==> config.mk <==
export PLATFORM = sky130hd
export DESIGN_NAME = board_ctrl_regs
export DESIGN_NICKNAME = d
export VERILOG_FILES = /design/src/rtl/board_ctrl_regs.sv
export SDC_FILE = /design/constraint.sdc
export NUM_CORES = 1
export LEC_CHECK = 0
export BUFFER_PORTS_ARGS = -buffer_cell sky130_fd_sc_hd__buf_4
export CAP_MARGIN = 25
export CORE_UTILIZATION = 42
export DETAILED_ROUTE_END_ITERATION = 10
export GPL_TIMING_DRIVEN = 0
export MAX_ROUTING_LAYER = met4
export PLACE_DENSITY = 0.79
export SETUP_SLACK_MARGIN = 0.2
export SLEW_MARGIN = 20
export SYNTH_ARGS = -nofsm -noshare
export SYNTH_HDL_FRONTEND = slang
export SYNTH_SLANG_ARGS = --single-unit
export TNS_END_PERCENT = 20
==> constraint.sdc <==
create_clock -name clk -period 1.1 [get_ports clk]
set_clock_uncertainty 0.1 [all_clocks]
set_input_delay 0.055 -clock clk [delete_from_list [all_inputs] [get_ports clk]]
set_output_delay 0.055 -clock clk [all_outputs]
set_load 0.02 [all_outputs]
==> src/rtl/board_ctrl_regs.sv <==
module board_ctrl_regs #(
  parameter int          ADDR_W   = 16,
  parameter int          LED_W    = 8,
  parameter int          SW_W     = 8,
  parameter logic [31:0] BUILD_ID = 32'h0927_2011,
  parameter logic [31:0] CLK_HZ   = 32'd10_000_000,
  parameter logic [31:0] RST_KEY  = 32'h0000_DEAD
) (
  input  logic              clk,
  input  logic              rst_n,
  input  logic              bus_sel,
  input  logic              bus_we,
  input  logic [ADDR_W-1:0] bus_addr,
  input  logic [31:0]       bus_wdata,
  output logic [31:0]       bus_rdata,
  input  logic [SW_W-1:0]   sw_in,
  output logic [LED_W-1:0]  led_out,
  output logic              reset_req
);
  localparam int WORD_W = ADDR_W - 2;

  logic [WORD_W-1:0] word;
  logic              rd, wr;
  logic [SW_W-1:0]   sw_meta, sw_sync;
  logic [LED_W-1:0]  led_q;
  logic [31:0]       rd_mux;
  logic              unused_lsb;

  assign word       = bus_addr[ADDR_W-1:2];
  assign unused_lsb = ^bus_addr[1:0];
  assign rd         = bus_sel & ~bus_we;
  assign wr         = bus_sel & bus_we;
  assign led_out    = led_q;

  always_comb begin
    case (word)
      WORD_W'(0): rd_mux = BUILD_ID;
      WORD_W'(1): rd_mux = CLK_HZ;
      WORD_W'(2): rd_mux = 32'(led_q);
      WORD_W'(3): rd_mux = 32'(sw_sync);
      default:    rd_mux = '0;
    endcase
  end

  always_ff @(posedge clk or negedge rst_n) begin
    if (!rst_n) begin
      sw_meta   <= '0;
      sw_sync   <= '0;
      led_q     <= '0;
      bus_rdata <= '0;
      reset_req <= 1'b0;
    end else begin
      sw_meta   <= sw_in;
      sw_sync   <= sw_meta;
      reset_req <= wr && (word == WORD_W'(4)) && (bus_wdata == RST_KEY);
      if (wr && word == WORD_W'(2)) led_q <= bus_wdata[LED_W-1:0];
      if (rd) bus_rdata <= rd_mux;
    end
  end
endmodule


**Yosys cells after proc, flatten, opt, wreduce, memory -nomap -nowiden**

Cells that the tools add are included.

- Input port bits: 60
- Latch bits: 0
- Logic and storage cells: 18
- Output and inout bits: 41
- Memories kept: 0
- Bits in registers: 57
- RAM bits: 0
- ROM bits: 0

- Mux-type cells: 1
- Reduce and logical (&&, ||, !) cells: 4
- Shifts and indexed selects: 0
- Bitwise operators: 3
- Add/subtract/negate cells: 0
- Eq/ne operators: 5
- Div/mod/pow operators: 0
- Multiply operators: 0
- $lt $le $gt $ge: 0

Operators with widths:

| cell | number |
|---|---|
| one-hot mux 28 bit (4 select lines) | 1 |
| equality test 32 x 16 -> 1 bit, second input constant | 1 |
| equality test 14 x 2 -> 1 bit, second input constant | 2 |
| equality test 14 x 1 -> 1 bit, second input constant | 1 |
| equality test 14 x 3 -> 1 bit, second input constant | 1 |
| logical NOT 14 bit | 1 |
| logical AND 1 bit | 3 |
| AND 1 bit | 2 |
| inverter 1 bit | 1 |

**Logic depth before layout (Yosys ltp)**

Gate-level depths: netlist of run 1.

- Depth after elaboration: 3
- Gate-level depth with buffers: 5
- Mapped depth without buffers: 3

**Least setup slack after synthesis of run 1**

No wires, ideal clock.

- Path type: input port to flip-flop
- Start point: in bus_addr[8]
- End point: reg led_q[0] (netlist: led_out[0])
- Path buffers: 1
- Arrival: 1,029 ps
- Stages: 4
- Library setup time: 125 ps
- Data required time: 875 ps
- Path slack: -154 ps
- Cells stage by stage: nor4_4 -> and4_1 -> buf_6 -> mux2_4

- Word-level cells in the longest chain between the ends: 2

RTL lines:

| what | line | source |
|---|---|---|
| from (decl) | 13 | `input logic [ADDR_W-1:0] bus_addr,` |
| equality test 14 x 2 -> 1 bit | 56 | `if (wr && word == WORD_W'(2)) led_q <= bus_wdata[LED_W-1:0];` |
| logical AND 1 bit | 56 |  |
| to (signal assigned) | 56 |  |
| to (decl) | 25 | `logic [LED_W-1:0] led_q;` |

No other way between the ends.
A chain may end at the register's enable or synchronous reset.

==> metrics.yaml, run 1 <==
outcome:
  violations: "hold timing, setup timing"
  status: "finished, violations left"
timing:
  hold_viol: 7
  period_share: 1.08
  setup_ws_ps: -92.3
  grt_setup_unrepaired: "true"
  finalCriticalPeriod_ps: 1190
  whs_ps: -87.3
  slew_violations: 0
  setup_viol_count_final: 21
  clock.fmax_mhz: 839
grt:
  grt-ovfl-total: 0
  grt_pass1_wl_um: 7000
  grt_max_degree: 36
  grt_pass1_vias: 1544
  antenna_found_initial: 0
  grt.total_usage: 0.239
setup_path:
  worstPathCellList: "buf_6 > buf_6"
  cp_num_buf_inv: 2
  crit_arrival_ps: 1040
  critical_path.most_common_cell: "buf_6"
  critPathKind: "flop to output port"
  slowest_delay_ps: 490
  crit_slowest_cell: "dfrtp_2"
  required_ps: 940
  critical_path.max_fanout: 8
  worst_path_dominant_cell_family: "flip-flops"
  end_kind: "output port"
  startpoint_type: "flop"
floorplan:
  dieHeight_um: 64.1
  ios: 101
  coreArea_mm2: 0.00369
  initial_core_util: 0.439
  num_rows: 22
  dieArea_mm2: 0.00410
  die_width_um: 64.1
place:
  placed_cell_area_mm2: 0.00236
  gp_congestion: 0.854
  dp.final_hpwl_um: 2880
  portBuffers: 87
hold_path:
  hp-class: "input port to flop"
synth:
  synth_warnings: 0
  ys_types: 28
  synthTopCellsByCount: "dfrtp_1, buf_4, nand2_1"
  syn_area_per_cell_um2: 12.3
  synth_top_area_cell: "dfrtp_1"
  synthCells: 131
  synth_edf_count: 0
  netlist_top_cells_area: "dfrtp_1, buf_4, mux2_4, mux2i_1, nor4bb_1"
  synth_most_common_cell: "dfrtp_1"
  synthFlopType: "dfrtp_1"
  yosysSeqAreaShare: 0.541
  async_flop_share: 1.00
  netlist_area_mm2: 0.00162
  ys_seq_elements: 35
  yosysTopAreaCellShare: 0.541
clocking:
  clock_latency_ps: 280
  htree_levels: 2
  cts_tree: "yes"
  clk_path_buf_depth: 2
  post_cts_buffers: 0
  ctsHoldBuffers: 15
  path_clk_slew_ps: 70
  cts_buffers: 5
  cts-root-buf: "clkbuf_8"
  clkSinkCount: 35
detailed_routing:
  routed_via_density: 4.77
  vias: 1422
  detail-route-antenna-nets: 0
  routedWlPerCell_um: 14.4
  detail_route.iter0.violations: 27
  wl_um: 4290
  dr.pass1.iters: 3
  drc_errors: 0
pwr:
  p_total_mw: 2.60
  internal_power_mw: 1.99
  power_frac_seq: 0.509
  pwr-share-comb: 0.152
  total_leakage_power_nw: 1.37
  p_clk_frac: 0.339
  p_sw_mw: 0.610
  swShare: 0.234
  power.density_mw_per_mm2: 930
  vdd_drop_max_v: 0.000843
layout:
  fin_area_mm2: 0.00280
  antenna_cells: 0
  nFillCells: 244
  layout-drive-gt1-share: 0.552
  final_util: 0.759
  syn_to_final_growth_pct: 73.1
  final_nets: 309
job:
  drv_cap: 0
through the flow:
stage	std cells	setup TNS (ps)	worst slack, ps
4_1_cts	298	-1260	-88.3
2_1_floorplan	140	-1220	-152
6_report	298	-1210	-92.3
5_1_grt	298	-2020	-126
3_5_place_dp	275	-4330	-370
3_3_place_gp	275	-4040	-364
power by group through the flow:
stage          clock [mW]  sequential (mW)  combinational (mW)
2_1_floorplan           0             1.35               0.119
3_3_place_gp            0             1.35               0.325
3_5_place_dp            0             1.35               0.332
4_1_cts             0.883             1.33               0.388
5_1_grt             0.950             1.33               0.427
6_report            0.882             1.33               0.396
kinds of logic (layout without fill, tap and decap cells):
family / Yosys count / after routing / synth area share
DFF: 35 / 35 / 0.541
and+or+nand+nor: 42 / 42 / 0.178
muxes: 13 / 13 / 0.105
AOI/OAI and AO/OA: 14 / 14 / 0.0541
buffers and inverters: 26 / 136 / 0.119
other: 1 / 10 / 0.00232
what timing repair did:
item,in CTS,in global routing
setup endpoints to repair,48,50
gates resized for setup,48,11
pin swaps,13,11
endpoints found under the hold margin,57,7
registers in the layout (all words and copies together) (netlist names):
| name | flops |
|---|---|
| sw_sync | 8 |
| reset_req | 1 |
| led_out | 8 |
| sw_meta | 8 |
| bus_rdata | 10 |
layout by cell type, fill, tap and decap left out, drive strengths merged:
master,n
mux2,8
dlygate4sd3,14
a21o,1
nand4,4
o31ai,3
conb,10
nor2b,1
clkbuf,8
dfrtp,35
or3,1
nand2b,2
nor3,1
o21ai,8
clkinv,1
nand3,2
o2bb2ai,2
mux2i,5
nor4,7
nand2,13
buf,113
nor2,1
or3b,1
and4b,2
nor4bb,5
and4,1
nor4b,1
final timing paths:
check / slack (ps) / to / cells after the start / start
max: -90 / bus_rdata[21] / 2 / bus_rdata[24]
min: -90 / bus_rdata[0] / 2 / bus_addr[4]
max reg2reg: 50 / bus_rdata[7] / 3 / led_out[7]
min reg2reg: 250 / sw_sync[2] / 0 / sw_meta[2]
max in group asynchronous: 400 / bus_rdata[23] / 2 / rst_n
min in group asynchronous: 160 / sw_meta[7] / 2 / rst_n
per-layer routing:
metal | vias to the layer above | share of wire | wire (µm) | track usage
li1 | 670 | - | - | -
met1 | 675 | 0.37 | 1600 | 0.228
met2 | 67 | 0.53 | 2280 | 0.428
met3 | 10 | 0.064 | 275 | 0.0732
met4 | 0 | 0.030 | 130 | 0.122
met5 | - | 0 | 0 | -
cell type report:
class                           instances  area [µm²]  share of cell area
Multi-Input combinational cell         79         626               0.223
Tap cell                               48        60.1              0.0214
Clock inverter                          1        5.00             0.00179
Clock buffer                            7        76.3              0.0273
Timing Repair Buffer                  102         925               0.330
Buffer                                 26         230              0.0822
Sequential cell                        35         878               0.314
Note: power is estimated with default switching activity, not from simulation.
==> inputs of run 2 (changes only) <==
- SETUP_SLACK_MARGIN: 0.2 -> 0.05
==> metrics.yaml, run 2 (same netlist as run 1, synthesis figures left out) <==
floorplan:
  ios: 101  # unchanged
  die_width_um: 64.1  # unchanged
  dieArea_mm2: 0.00410  # unchanged
  coreArea_mm2: 0.00369  # unchanged
  num_rows: 22  # unchanged
  initial_core_util: 0.439  # unchanged
  dieHeight_um: 64.1  # unchanged
place:
  dp.final_hpwl_um: 2880  # unchanged
  place_ws_ps: -370  # unchanged
  dp.cells: 275  # unchanged
  placed_cell_area_mm2: 0.00236  # unchanged
  portBuffers: 87  # unchanged
  gp_congestion: 0.854  # unchanged
pwr:
  p_total_mw: 2.58  # -0.75%
  total_leakage_power_nw: 1.36  # -1.1%
  power.density_mw_per_mm2: 953  # +2.5%
  vdd_drop_max_v: 0.000839  # -0.50%
clocking:
  cts_buffers: 5  # unchanged
  cts-root-buf: "clkbuf_8"
  path_clk_slew_ps: 70  # about the same
  clkSinkCount: 35  # unchanged
  cts_tree: "yes"
  post_cts_buffers: 0  # unchanged
  htree_levels: 2  # unchanged
  ctsHoldBuffers: 17  # +2
  clk_path_buf_depth: 2  # unchanged
  clock_latency_ps: 280  # about the same
timing:
  setup_ws_ps: -85.9  # +6.37 ps
  setup_viol_count_final: 21  # unchanged
  period_share: 1.08  # -0.00579
  final.setup.tns_ps: -1110  # +101 ps
  hold_viol: 6  # -1
  finalCriticalPeriod_ps: 1190  # -6.37 ps
  clock.fmax_mhz: 843  # +0.54%
  grt_setup_unrepaired: "true"
  slew_violations: 0  # unchanged
  whs_ps: -85.5  # +1.80 ps
job:
  drv_cap: 0  # unchanged
grt:
  grt_max_degree: 36  # unchanged
  grt_pass1_wl_um: 6770  # -3.4%
  antenna_found_initial: 0  # unchanged
  grt-ovfl-total: 0  # unchanged
  grt_pass1_vias: 1487  # -3.7%
  grt.total_usage: 0.232  # -0.00634
detailed_routing:
  vias: 1404  # -1.3%
  drc_errors: 0  # unchanged
  routedWlPerCell_um: 13.7  # -4.9%
  dr.pass1.iters: 4  # +1
  wl_um: 4110  # -4.3%
  detail_route.iter0.violations: 49  # +81%
  detail-route-antenna-nets: 0  # unchanged
  routed_via_density: 4.68  # -1.9%
hold_path:
  hp-class: "input port to flop"
layout:
  layout-drive-gt1-share: 0.528  # -0.0242
  largest_reg_flops: 10  # unchanged
  regMostFlops: "bus_rdata"
  syn_to_final_growth_pct: 67.6
  layout_commonest_cell: "buf_4"
  final_cell_mix: "buf_4, dfrtp_1, buf_6, dlygate4sd3_1, nand2_1"
  antenna_cells: 0  # unchanged
  instances_no_fill: 300  # +0.67%
  final_nets: 311  # +0.65%
  fin_area_mm2: 0.00271  # -3.2%
outcome:
  status: "finished, violations left"
  violations: "hold timing, setup timing"
setup_path:
  end_kind: "output port"
  crit_arrival_ps: 1030  # about the same
  critical_path.max_fanout: 8  # unchanged
  startpoint_type: "flop"
  critPathKind: "flop to output port"
  required_ps: 940  # about the same
-- run 2: worst max-delay path, stage by stage, from the launching register on --
cell and delay (ps):
dfrtp_2 490, buf_6 140, buf_6 120
-- run 2: metal layers --
metal / GRT usage / vias up / routed length, µm
met1: 0.234 / 651 / 1500
met3: 0.0679 / 4 / 297
met2: 0.419 / 72 / 2270
met4: 0.0909 / 0 / 40
met5: - / - / 0
li1: - / 677 / -
-- run 2: through the flow --
step            util  hold slack (ps)
2_1_floorplan      -             -341
3_3_place_gp   0.641            -78.4
3_5_place_dp   0.641            -73.0
4_1_cts        0.731            -93.8
5_1_grt        0.735            -94.6
6_report       0.735            -85.5
-- run 2: worst paths after layout --
check,start,end,slack [ps],depth (start not counted)
worst max register to register,led_out[7],bus_rdata[7],120,3
min in group asynchronous,rst_n,sw_meta[4],150,2
worst min register to register,sw_meta[2],sw_sync[2],250,0
worst min-delay path,bus_addr[4],bus_rdata[7],-90,2
worst max-delay path,bus_rdata[24],bus_rdata[21],-90,2
max in group asynchronous,rst_n,bus_rdata[23],420,2
-- run 2: what timing repair did --
item | 4_1_cts | 5_1_grt
setup endpoints to repair | 23 | 24
gates resized for setup | 24 | 3
pin swaps | 2 | 2
endpoints found under the hold margin | 57 | 6
-- run 2: power breakdown --
| part | switching [mW] | internal (mW) |
|---|---|---|
| combinational | 0.158 | 0.234 |
| sequential | 0.00869 | 1.32 |
| clock | 0.423 | 0.444 |
| total | 0.590 | 1.99 |
-- run 2: layout make-up --
type                       instances  area (µm²)
timing repair buffer             104         883
sequential                        35         878
buffer                            26         215
multi-input combinational         79         593
clock inverter                     1        5.00
fill                             272         977
tap                               48        60.1
clock buffer                       7        76.3
